===== config.mk =====
export PLATFORM = sky130hd
export DESIGN_NAME = owrom_engine
export DESIGN_NICKNAME = d
export VERILOG_FILES = /design/src/rtl/owrom_pkg.sv /design/src/rtl/owrom_id.sv /design/src/rtl/owrom_cmd_rx.sv /design/src/rtl/owrom_engine.sv
export SDC_FILE = /design/constraint.sdc
export NUM_CORES = 1
export LEC_CHECK = 0
export ABC_AREA = 1
export BUFFER_PORTS_ARGS = -buffer_cell sky130_fd_sc_hd__buf_2
export CAP_MARGIN = 10
export CORE_AREA = 2 2 60 62
export CTS_BUF_LIST = sky130_fd_sc_hd__clkbuf_8
export DETAILED_ROUTE_END_ITERATION = 10
export DIE_AREA = 0 0 62 64
export PLACE_DENSITY = 0.71
export SETUP_SLACK_MARGIN = 0.5
export SLEW_MARGIN = 30
export SYNTH_ARGS = -nofsm -noshare
export SYNTH_HDL_FRONTEND = slang
export SYNTH_SLANG_ARGS = --single-unit

===== constraint.sdc =====
create_clock -name clk -period 5.7 [get_ports clk]
set_input_delay 0.57 -clock clk [delete_from_list [all_inputs] [get_ports clk]]
set_output_delay 0.57 -clock clk [all_outputs]
set_load 0.005 [all_outputs]

===== src/rtl/owrom_pkg.sv =====
package owrom_pkg;
  localparam int FAM_W = 8;
  localparam int SN_W  = 48;
  localparam int CHK_W = 8;
  localparam int ID_W  = FAM_W + SN_W + CHK_W;
  localparam int BODY_W = FAM_W + SN_W;

  localparam logic [7:0] CMD_READ   = 8'h33;
  localparam logic [7:0] CMD_MATCH  = 8'h55;
  localparam logic [7:0] CMD_SKIP   = 8'hCC;
  localparam logic [7:0] CMD_SEARCH = 8'hF0;

  typedef enum logic [3:0] {
    ST_WAIT, ST_CMD, ST_READ, ST_MATCH,
    ST_SRCH_TRUE, ST_SRCH_COMP, ST_SRCH_ARB,
    ST_DONE, ST_QUIET
  } rom_state_t;

  // Reflected CRC-8 (constant 8Ch), processed byte by byte.
  function automatic logic [CHK_W-1:0] chk_byte(input logic [BODY_W-1:0] body);
    logic [CHK_W-1:0] acc;
    logic [7:0]       cur;
    acc = '0;
    for (int b = 0; b < BODY_W / 8; b++) begin
      cur = body[b*8 +: 8];
      for (int j = 0; j < 8; j++) begin
        if (acc[0] ^ cur[0]) acc = (acc >> 1) ^ 8'h8C;
        else                 acc = acc >> 1;
        cur = cur >> 1;
      end
    end
    return acc;
  endfunction
endpackage


===== src/rtl/owrom_id.sv =====
module owrom_id
  import owrom_pkg::*;
#(
  parameter logic [FAM_W-1:0] FAMILY = 8'h3C,
  parameter logic [SN_W-1:0]  SERIAL = 48'h00A5_C31E_7709,
  localparam int IDX_W = $clog2(ID_W)
) (
  input  logic [IDX_W-1:0] idx,
  output logic             id_bit
);
  localparam logic [BODY_W-1:0] BODY = {SERIAL, FAMILY};
  localparam logic [ID_W-1:0]   IDENT = {chk_byte(BODY), BODY};

  assign id_bit = IDENT[idx];
endmodule


===== src/rtl/owrom_cmd_rx.sv =====
module owrom_cmd_rx
  import owrom_pkg::*;
(
  input  logic       clk,
  input  logic       rst_n,
  input  logic       clear,
  input  logic       shift_en,
  input  logic       bit_in,
  output logic       cmd_done,
  output logic [7:0] cmd_full
);
  logic [7:0] sh_q;
  logic [2:0] cnt_q;

  assign cmd_done = shift_en && (cnt_q == 3'd7);
  assign cmd_full = {bit_in, sh_q[7:1]};

  always_ff @(posedge clk or negedge rst_n) begin
    if (!rst_n) begin
      sh_q  <= '0;
      cnt_q <= '0;
    end else if (clear) begin
      sh_q  <= '0;
      cnt_q <= '0;
    end else if (shift_en) begin
      sh_q  <= {bit_in, sh_q[7:1]};
      cnt_q <= cnt_q + 3'd1;
    end
  end

  AST_CMD_CNT_CLEARS: assert property (@(posedge clk) disable iff (!rst_n)
    clear |=> (cnt_q == 3'd0)) else $error("count not cleared");
endmodule


===== src/rtl/owrom_engine.sv =====
module owrom_engine
  import owrom_pkg::*;
#(
  parameter logic [FAM_W-1:0] FAMILY = 8'h3C,
  parameter logic [SN_W-1:0]  SERIAL = 48'h00A5_C31E_7709
) (
  input  logic clk,
  input  logic rst_n,
  input  logic bus_reset,
  input  logic rx_valid,
  input  logic rx_bit,
  input  logic tx_req,
  output logic tx_bit,
  output logic selected
);
  localparam int IDX_W = $clog2(ID_W);
  localparam logic [IDX_W-1:0] LAST_IDX = IDX_W'(ID_W - 1);

  rom_state_t       state_q, state_d;
  logic [IDX_W-1:0] idx_q, idx_d;
  logic             sel_q, sel_d;

  logic       id_bit;
  logic       last_bit;
  logic       bit_miss;
  logic       cmd_done;
  logic [7:0] cmd_full;
  logic       cmd_shift;

  owrom_id #(.FAMILY(FAMILY), .SERIAL(SERIAL)) u_id (
    .idx    (idx_q),
    .id_bit (id_bit)
  );

  assign cmd_shift = rx_valid && (state_q == ST_CMD) && !bus_reset;

  owrom_cmd_rx u_cmd (
    .clk      (clk),
    .rst_n    (rst_n),
    .clear    (bus_reset),
    .shift_en (cmd_shift),
    .bit_in   (rx_bit),
    .cmd_done (cmd_done),
    .cmd_full (cmd_full)
  );

  assign last_bit = (idx_q == LAST_IDX);
  assign bit_miss = rx_bit != id_bit;

  always_comb begin
    case (state_q)
      ST_READ, ST_SRCH_TRUE: tx_bit = id_bit;
      ST_SRCH_COMP:          tx_bit = ~id_bit;
      default:               tx_bit = 1'b1;
    endcase
  end

  always_comb begin
    state_d = state_q;
    idx_d   = idx_q;
    sel_d   = sel_q;
    if (bus_reset) begin
      state_d = ST_CMD;
      idx_d   = '0;
      sel_d   = 1'b0;
    end else begin
      case (state_q)
        ST_CMD: if (cmd_done) begin
          case (cmd_full)
            CMD_READ:   state_d = ST_READ;
            CMD_MATCH:  state_d = ST_MATCH;
            CMD_SEARCH: state_d = ST_SRCH_TRUE;
            CMD_SKIP: begin
              state_d = ST_DONE;
              sel_d   = 1'b1;
            end
            default:    state_d = ST_QUIET;
          endcase
        end
        ST_READ: if (tx_req) begin
          if (last_bit) begin
            state_d = ST_DONE;
            sel_d   = 1'b1;
          end else idx_d = idx_q + 1'b1;
        end
        ST_MATCH, ST_SRCH_ARB: if (rx_valid) begin
          if (bit_miss) state_d = ST_QUIET;
          else if (last_bit) begin
            state_d = ST_DONE;
            sel_d   = 1'b1;
          end else begin
            idx_d = idx_q + 1'b1;
            if (state_q == ST_SRCH_ARB) state_d = ST_SRCH_TRUE;
          end
        end
        ST_SRCH_TRUE: if (tx_req) state_d = ST_SRCH_COMP;
        ST_SRCH_COMP: if (tx_req) state_d = ST_SRCH_ARB;
        default: ;
      endcase
    end
  end

  always_ff @(posedge clk or negedge rst_n) begin
    if (!rst_n) begin
      state_q <= ST_WAIT;
      idx_q   <= '0;
      sel_q   <= 1'b0;
    end else begin
      state_q <= state_d;
      idx_q   <= idx_d;
      sel_q   <= sel_d;
    end
  end

  assign selected = sel_q;

  AST_CMD_RELEASED: assert property (@(posedge clk) disable iff (!rst_n)
    (state_q == ST_CMD || state_q == ST_WAIT) |-> tx_bit) else $error("drive in cmd");
  AST_RESET_DESELECTS: assert property (@(posedge clk) disable iff (!rst_n)
    bus_reset |=> !selected) else $error("selected kept");
  AST_SEL_HELD: assert property (@(posedge clk) disable iff (!rst_n)
    (selected && !bus_reset) |=> selected) else $error("selected dropped");
  AST_QUIET_STAYS: assert property (@(posedge clk) disable iff (!rst_n)
    (state_q == ST_QUIET && !bus_reset) |=> (state_q == ST_QUIET)) else $error("left quiet");
  AST_MISS_QUITS: assert property (@(posedge clk) disable iff (!rst_n)
    (state_q == ST_MATCH && rx_valid && bit_miss && !bus_reset) |=> !selected && state_q == ST_QUIET)
    else $error("match miss ignored");
  AST_COMP_ORDER: assert property (@(posedge clk) disable iff (!rst_n)
    (state_q == ST_SRCH_COMP) |-> ($past(state_q) == ST_SRCH_TRUE || $past(state_q) == ST_SRCH_COMP))
    else $error("search order");
  AST_NO_EARLY_CMD: assert property (@(posedge clk) disable iff (!rst_n)
    (state_q == ST_WAIT) |-> !selected) else $error("selected pre reset");
endmodule


==> summary.md, run 1 <==
| Metric | Value |
|---|---|
| Gate Count Post-Synth | 209 |
| Commonest cells after routing, fill and taps aside | nand2_1, nand3_1, dfrtp_1 |
| Element type at the critical path end | output port |
| TritonCTS clock tree | yes |
| Crit-path cells | inv_2 -> ha_1 -> nand3b_1 -> nand2_1 -> nand2_1 -> nand2_1 -> nand2_2 -> o211ai_1 -> buf_2 |
| Placed inst area | about 1600 µm² |
| Area contributors post-synth | dfrtp_1, nand2_1, nand3_1 |
| Via density | 5.383 |
| Input/output buffers | 7 |
| Ys async rst share | 100.0% |
| CP Buf/Inv Count | 2 |
| P&R area growth vs syn | 6.260% |
| Ant diodes | 0 |
| CTS-repair resized insts | 0 |
| Nets@finish | around 230 |
| Commonest non-fill, non-tap cell in the layout | nand2_1 |
| HP Class | in -> async |
| Chip Height | 64 µm |
| Yosys top cell by area | dfrtp_1 |
| Initial core utilization | 46.25% |
| Req. time, crit path | 5.13 ns |
| CP arrival | 1.81 ns |
| Routed wire per std cell | between 10 and 15 µm |
| GRT Residual Overflow | 0 |
| Fmax | 420.1 MHz |
| CP max stage delay | roughly 0.46 ns |
| Syn_nets | 221 |
| Setup crit start kind | register |
| Final min period | 2.380 ns |
| TNS Setup | 0 ns |
| First-pass GRT wire length | approximately 5 mm |
| Number of global-route vias before repair | between 1000 and 1500 |
| Pre-antenna DRT Iters | 4 |
| Tcrit/Tclk final | 41.76% |
| I/O Pins | 8 |
| Power per Cell Area | 249.3 nW/µm² |
| Routed wire length | 2.984 mm |
| Routed Antenna Nets | 0 |
| Filler cells | 339 |
| Max cap viols | 0 |
| Multi-input logic area | 857.1 µm² |
| Number of distinct library cells after synthesis | 29 |
| Worst setup path class | reg -> out |
| Max-Slew Margin vs Limit | 67.80% |
| Skew final | 0.002228 ns |
| Crit-path most repeated cell | nand2_1 |
| Reg area | 525.5 µm² |
| Count of final hold-check violations | 0 |
| Largest net degree at the start of global routing | 22 |
| Worst vdd ir | 126.2 µV |
| Worst hold slack | 0.2563 ns |
| CTS root buf | clkbuf_8 |
| Synthesis Warnings | 0 |
| Max-slew violations | 0 |
| Yosys reg bits | 21 |
| CTS sink count | 21 |
| Post-CTS Hold Buffers | 0 |
| Top FF cell, synth | dfrtp_1 |
| Final Util | about 49% |
| Gp weighted congestion | between 0.8 and 0.9 |
| Initial DRC Count | 69 |
| Worst skew pair latency | 0.26 ns |
| H-Tree Depth | 1 |
| Register area share after synthesis | 34.60% |
| Clock-pin slew on the worst setup and hold paths | 0.07 ns |
| Buffer count from post-CTS setup fixing | 0 |
| Die area | 3968 µm² |
| Crit path max-delay family | flip-flops |
| Final instance area | 1614 µm² |
| Via Count | 1405 |
| Synth top area share | 34.60% |
| Slowest CP cell | dfrtp_1 |
| Status | finished, final reports clean |
| Overall routing resource usage | between 15 and 20% |
| Core ar. | 3284 µm² |
| Num CTS Buffers | 3 |
| Worst-margin pin slew | 0.4830 ns |
| Hpwl dp | 2.282 mm |
| Synth Cell Area | 1519 µm² |
| DIE WIDTH | 62 µm |
| P_leak | between 0.7 and 0.8 nW |
| Post-synth EDFFs | 0 |
| DRC errors left | 0 |
| Final Setup Violations | 0 |
| Avg Cell Area, Syn | roughly 7.3 µm² |
| RSZ-0062 raised after global routing | false |
| Layout cells sized above 1 | between 15 and 20% |
| Clock Path Buffers | 2 |
| Standard-cell row count | 21 |
| Worst-path fanout max | 7 |
| Antenna violations before repair | 0 |
[metrics by stage]
step | setup WS [ns] | total power [W] | cells
after floorplan | 3.796 | 0.0002806 | 209
after global placement | 3.632 | 0.0003061 | 257
after detailed placement | 3.593 | 0.0003086 | 257
after CTS | 3.304 | 0.0004066 | 261
after global routing | 3.167 | 0.0004390 | 261
final | 3.320 | 0.0004023 | 261
[synthesized netlist by cell type, types with 3 or more instances]
library cell  count
nor3_1            3
nor2_1           15
nand2_1          55
o21ai_1           3
buf_6             3
o22ai_1           8
o21ai_0           3
a21oi_1           4
ha_1              6
nand2_2           4
inv_2             7
dfrtp_1          21
o21ai_2           6
nand3_1          21
inv_1            18
nand4_1          12
[state kept, by name, summed over array words and instances, names as in the netlist]
register     flops
idx_q            6
selected         1
state_q          4
u_cmd.cnt_q      3
u_cmd.sh_q       7
[path summary, 6_finish.rpt]
| check | start | endpoint | slack (ns) | cells after the start |
|---|---|---|---|---|
| min in group clk | selected | selected | 0.50 | 2 |
| max in group asynchronous | rst_n | idx_q[1] | 5.11 | 1 |
| worst min register to register | selected | selected | 0.50 | 2 |
| worst max register to register | idx_q[0] | idx_q[0] | 3.63 | 14 |
| worst max-delay path | idx_q[0] | tx_bit | 3.32 | 9 |
| worst min-delay path | rst_n | state_q[2] | 0.26 | 1 |
[cell families after synthesis]
kind of cell / synth area share, %
AND/OR/NAND/NOR: 38.14
flip-flops: 34.60
adder cells (fa/ha/maj): 4.942
XOR/XNOR: 1.153
buffers and inverters: 8.978
AO/OA/AOI/OAI: 12.19
[per-layer routing]
metal / global-route usage, % / share of wire, %
met1: 24.36 / 54
met5: 0 / 0
met4: 6.383 / 1.7
met3: 2.429 / 3.0
met2: 25.13 / 42
[power by group]
part           total [W]  leakage [nW]  switching, W  internal [W]
Clock          0.0000968        0.0269     0.0000488     0.0000481
Combinational   0.000119         0.479     0.0000790     0.0000403
Sequential      0.000186         0.285     0.0000204      0.000166
[area by class of cell]
type | count | area share (%)
multi-input combinational | 158 | 53.10
timing repair buffer | 7 | 2.171
tap | 46 | 3.566
clock buffer | 3 | 2.558
inverter | 25 | 5.814
clock inverter | 1 | 0.2326
sequential | 21 | 32.56
No activity file was read; power rests on OpenSTA's default activity.
==> run 2, diff against run 1 <==
- ABC_AREA: 1 -> 0
- CORE_AREA: 2 2 60 62 -> 2 2 61 63
- DIE_AREA: 0 0 62 64 -> 0 0 63 65
- PLACE_DENSITY: 0.71 -> 0.72
- clock period: 5.7 -> 2 ns (I/O delays scaled with it)
==> summary.md, run 2 <==
| Metric | Value |
|---|---|
| Status | finished, violations left |
| Failing checks | setup timing |
| I/O Pins | 8 |
| Most numerous cell in the Yosys netlist | dfrtp_1 |
| Overall routing resource usage | just over 20% |
| Worst vdd ir | 353.2 µV |
| Nets@finish | 216 |
| GRT Residual Overflow | 0 |
| PnR worst setup slack | -0.3424 ns |
| Yosys top cell by area | dfrtp_1 |
| Ys async rst share | 100.0% |
| Top flop regs | u_cmd.sh_q (7), idx_q (6), state_q (4) |
| Psw | 0.0002385 W |
| Cell total after placement | approximately 240 |
| Clock group share of total power | 32.9% |
| Gp weighted congestion | slightly below 0.9 |
| Initial core utilization | between 40% and 50% |
| Fmax | 426.9 MHz |
| Final Util | 59.31% |
| Ant diodes | 0 |
| CP arrival | about 2.5 ns |
| Routed Antenna Nets | 0 |
| Setup crit start kind | register |
| Initial DRC Count | 81 |
| Routed wire length | 3.947 mm |
| Power per Cell Area | 418.3 nW/µm² |
| Element type at the critical path end | register |
| Skew final | roughly 0.0060 ns |
| Core ar. | 3496 µm² |
| Max-Slew Margin vs Limit | 67.55% |
| Switch share | between 20% and 30% |
| Max cap viols | 0 |
| P&R area growth vs syn | 34.17% |
| Final Non-Filler Cells | 251 |
| Worst skew pair latency | ~0.27 ns |
| Largest net degree at the start of global routing | 24 |
| Post-synth EDFFs | 0 |
| Routed wire per std cell | 15.73 µm |
| Hpwl dp | 2.633 mm |
| Clock-pin slew on the worst setup and hold paths | about 0.08 ns |
| Req. time, crit path | 2.20 ns |
| Input/output buffers | 7 |
| R2R cell count | 10 |
| P_leak | 0.8230 nW |
| Standard-cell row count | 22 |
| Reg power frac | 51.5% |
| Number of distinct library cells after synthesis | 46 |
| Int Power | 0.0006288 W |
| Area contributors post-synth | dfrtp_1, mux2i_1, ha_1 |
| CTS root buf | clkbuf_8 |
| Antenna violations before repair | 0 |
| TNS Setup | -2.698 ns |
| Worst-path fanout max | 5 |
| Pre-antenna DRT Iters | 4 |
| RSZ-0062 raised after global routing | true |
| Reg-to-reg setup timing slack | -0.34 ns |
| Logic gate share of total power | 15.6% |
| CTS sink count | 21 |
| Syn_nets | between 150 and 200 |
| Num CTS Buffers | 3 |
| Synthesis Warnings | 0 |
| Worst-margin pin slew | 0.4867 ns |
| Yosys reg bits | 21 |
| Via Count | 1497 |
| Avg Cell Area, Syn | between 8 and 9 µm² |
| Gate Count Post-Synth | 173 |
| Clock Path Buffers | 2 |
| Top FF cell, synth | dfrtp_1 |
| Commonest cells after routing, fill and taps aside | buf_4, dfrtp_1, nor2_1 |
| Worst setup path class | reg -> reg |
| Synth Cell Area | roughly 1500 µm² |
| Final min period | 2.342 ns |
| Via density | around 6 |
| Register with the most flip-flops | u_cmd.sh_q |
| Count of final hold-check violations | 0 |
| DIE WIDTH | 63 µm |
| Final Setup Violations | 12 |
| Die area | slightly above 4000 µm² |
| Chip Height | 65 µm |
| First-pass GRT wire length | about 6.7 mm |
| Register area share after synthesis | between 30% and 40% |
| Layout cells sized above 1 | a little over a third |
| H-Tree Depth | 1 |
| Synth top area share | 34.01% |
| Number of global-route vias before repair | 1459 |
| Hold path depth | 3 |
| Pre-CTS setup slack | -0.3613 ns |
| Max-slew violations | 0 |
| Tcrit/Tclk final | 117.1% |
| Post-synth top cells | dfrtp_1, nor2_1, mux2i_1, nand2_1, inv_1 |
| DRC errors left | 0 |
| TritonCTS clock tree | yes |
| HP Class | in -> reg |
| Commonest non-fill, non-tap cell in the layout | buf_4 |
| Max reg flops | 7 |
## run 2: cells by family after synthesis
family,count (synthesis),share of synthesized area (%)
and+or+nand+nor,71,25.75
AOI/OAI and AO/OA,37,17.08
DFF,21,34.01
buffers and inverters,18,5.586
muxes,15,9.878
adders and majority gates,6,4.858
xor gates and xnor gates,5,2.834
## run 2: final timing paths
check,to,start
setup / recovery,idx_q[2],idx_q[1]
hold / removal,u_cmd.sh_q[7],rx_bit
setup reg to reg,idx_q[2],idx_q[1]
hold reg to reg,selected,selected
max in group asynchronous,state_q[2],rst_n
min in group asynchronous,u_cmd.sh_q[3],rst_n
## run 2: repair_timing
item,CTS,global route
hold endpoints to repair,21,0
pin swaps,8,4
buffers inserted,5,0
cloned,2,0
setup endpoints to repair,21,21
hold buffers,1,0
gates resized for setup,30,12
## run 2: layout make-up
type / count / area, µm²
Inverter: 8 / 30.03
Timing Repair Buffer: 36 / 280.3
Fill cell: 314 / 1423
Sequential cell: 21 / 528.0
Clock buffer: 3 / 41.29
Clock inverter: 1 / 5.005
Multi-Input combinational cell: 134 / 1129
Tap cell: 48 / 60.06
## run 2: power groups by stage
stage | Clock (W) | Sequential [W] | Combinational (W)
after floorplan | 0 | 0.000447 | 0.0000771
after CTS | 0.000289 | 0.000446 | 0.000127
final | 0.000285 | 0.000446 | 0.000136
after global routing | 0.000311 | 0.000447 | 0.000151
after detailed placement | 0 | 0.000453 | 0.000116
after global placement | 0 | 0.000451 | 0.000112
## run 2: per-stage QoR
step | hold slack, ns | total power (W) | area, µm²
5_1_grt | 0.3530 | 0.0009088 | 2073
4_1_cts | 0.3290 | 0.0008622 | 2012
6_report | 0.3383 | 0.0008673 | 2073
3_3_place_gp | 0.1820 | 0.0005635 | 1770
3_5_place_dp | 0.1913 | 0.0005683 | 1770
2_1_floorplan | -0.09559 | 0.0005238 | 1567
## run 2: routing by layer
metal	routed length, µm	share of wire [%]	track usage (%)
met3	185	4.7	2.604
met4	106	2.7	10.83
met5	0	0	0
met1	1682	43	25.71
met2	1972	50	35.24
## run 2: critical path, cell delays in order, from the launching register on
cell	delay, ns
dfrtp_1	0.40
inv_2	0.11
ha_4	0.21
nor3b_2	0.14
a31oi_1	0.21
a211oi_2	0.11
buf_4	0.16
mux2i_2	0.15
buf_4	0.16
or4_4	0.47
a21oi_2	0.15
==> run 3, diff against run 2 <==
- TNS_END_PERCENT: default -> 20
==> summary.md, run 3 (same netlist as run 2, synthesis figures left out) <==
| Metric | Value |
|---|---|
| Status | finished, violations left |
| Failing checks | setup timing |
| P&R area growth vs syn | 29.88% |
| CP max stage delay | 0.50 ns |
| TritonCTS clock tree | yes |
| CTS sink count | 21 |
| Skew final | 0.005625 ns |
| Clock-pin slew on the worst setup and hold paths | roughly 0.08 ns |
| Die area | roughly 4000 µm² |
| Placed inst area | about 1800 µm² |
| Setup crit start kind | register |
| Clock Path Buffers | 2 |
| Final min period | 2.439 ns |
| Logic gate share of total power | 14.4% |
| Via Count | 1479 |
| Register with the most flip-flops | u_cmd.sh_q |
| Initial core utilization | 44.20% |
| Layout cells sized above 1 | 31.53% |
| Nets@finish | 216 |
| Pre-CTS setup slack | -0.3420 ns |
| Chip Height | 65 µm |
| H-Tree Depth | 1 |
| Max-slew violations | 0 |
| First-pass GRT wire length | 6.755 mm |
| CTS root buf | clkbuf_8 |
| Antenna violations before repair | 0 |
| Overall routing resource usage | 20.82% |
| Worst hold slack | about 0.34 ns |
| Routed wire per std cell | 15.82 µm |
| PnR worst setup slack | -0.4393 ns |
| Number of global-route vias before repair | roughly 1400 |
| Crit-path most repeated cell | buf_4 |
| Gp weighted congestion | 0.8717 |
| Reg power frac | between 50% and 60% |
| Int Power | roughly 0.00062 W |
| Top flop regs | u_cmd.sh_q (7), idx_q (6), state_q (4) |
| Crit path max-delay family | compound AO/OA/AOI/OAI gates |
| CP Buf/Inv Count | 3 |
| RSZ-0062 raised after global routing | true |
| Max cap viols | 0 |
| Pre-antenna DRT Iters | 4 |
| CP arrival | about 2.6 ns |
| Commonest non-fill, non-tap cell in the layout | buf_4 |
| Switch share | 27.12% |
| Clock group share of total power | between 30% and 40% |
| Overall Power | roughly 0.00085 W |
| Psw | 0.0002307 W |
| Input/output buffers | 7 |
| GR Layer Usage met1 | 24.81% |
| Element type at the critical path end | register |
| Final Non-Filler Cells | 251 |
| Ant diodes | 0 |
| Slowest CP cell | or4_1 |
| Cell total after placement | 240 |
| Met2 Use GR | roughly 39% |
| Met3 Usage GRT | 2.778% |
| Worst skew pair latency | 0.26 ns |
| GRT Residual Overflow | 0 |
| I/O Pins | 8 |
| Routed Antenna Nets | 0 |
| Worst vdd ir | roughly 300 µV |
| P_leak | 0.8082 nW |
| Worst-margin pin slew | 0.4743 ns |
| Standard-cell row count | 22 |
| Commonest cells after routing, fill and taps aside | buf_4, dfrtp_1, nor2_1 |
| Routed wire length | about 4.0 mm |
| Final instance area | ~2000 µm² |
| Worst-path fanout max | 9 |
| R2R cell count | 10 |
| HP Class | in -> reg |
| Max-Slew Margin vs Limit | around 68% |
| Power per Cell Area | 423.9 nW/µm² |
| Max reg flops | 7 |
| Hpwl dp | 2.677 mm |
| Req. time, crit path | roughly 2.2 ns |
| Largest net degree at the start of global routing | 24 |
| Via density | 5.892 |
| Tcrit/Tclk final | 122.0% |
| Count of final hold-check violations | 0 |
| Initial DRC Count | 62 |
| Most crowded layer after global routing | met2 |
| DRC errors left | 0 |
| Fmax | around 400 MHz |
| Crit-path cells | ha_4 -> nor2_2 -> a2111oi_4 -> a211oi_2 -> buf_4 -> buf_6 -> mux2i_1 -> buf_4 -> or4_1 -> a21oi_2 |
| DIE WIDTH | 63 µm |
| Num CTS Buffers | 3 |
| Worst setup path class | reg -> reg |
| CP Depth | 10 |
| Final Setup Violations | 12 |
| Core ar. | 3496 µm² |
| Hold path depth | 3 |
[run 3: final timing paths]
| path | startpoint | to | slack [ns] |
|---|---|---|---|
| setup reg to reg | idx_q[2] | idx_q[2] | -0.44 |
| max in group asynchronous | rst_n | idx_q[5] | 1.25 |
| min in group asynchronous | rst_n | u_cmd.sh_q[2] | 0.42 |
| hold / removal | rx_bit | u_cmd.sh_q[7] | 0.34 |
| setup / recovery | idx_q[2] | idx_q[2] | -0.44 |
| hold reg to reg | selected | selected | 0.49 |
[run 3: metrics by stage]
stage / setup TNS (ns) / util (%)
floorplan: -0.6223 / -
global placement: -1.411 / 50.50
detailed placement: -2.423 / 50.50
CTS: -3.291 / 55.55
global route: -5.351 / 57.41
finish: -3.713 / 57.41
[run 3: what timing repair did]
item                                   4_1_cts  5_1_grt
setup endpoints to repair                   22       22
resized for setup                           17        8
pin swaps                                   12        2
endpoints found under the hold margin       21        0
hold buffers                                 1        0
setup buffers                                5        1
[run 3: layout make-up]
class | count | area, µm²
Multi-Input combinational cell | 134 | 1080
Fill cell | 360 | 1489
Tap cell | 48 | 60.06
Clock inverter | 1 | 3.754
Sequential cell | 21 | 525.5
Inverter | 8 | 30.03
Timing Repair Buffer | 36 | 266.5
Clock buffer | 3 | 41.29
[run 3: power by group through the flow]
| stage | logic, W | clock network (W) | registers (W) |
|---|---|---|---|
| finish | 0.000122 | 0.000283 | 0.000445 |
| detailed placement | 0.000117 | 0 | 0.000452 |
| global placement | 0.000112 | 0 | 0.000452 |
| global route | 0.000136 | 0.000306 | 0.000446 |
| CTS | 0.000120 | 0.000286 | 0.000444 |
| floorplan | 0.0000762 | 0 | 0.000447 |
[run 3: per-layer routing]
| layer | up-vias | share of wire [%] |
|---|---|---|
| met3 | 6 | 3.9 |
| li1 | 700 | - |
| met5 | - | 0 |
| met4 | 0 | 1.1 |
| met1 | 740 | 42 |
| met2 | 33 | 53 |
[run 3: worst reg2reg max path, delay by kind of cell, from the launching register on]
kind | cells | cell delay [ns]
buffers and inverters | 3 | 0.42
AND/OR/NAND/NOR | 2 | 0.54
adder cells (fa/ha/maj) | 1 | 0.29
flip-flops | 1 | 0.43
AO/OA/AOI/OAI | 3 | 0.57
multiplexers | 1 | 0.10
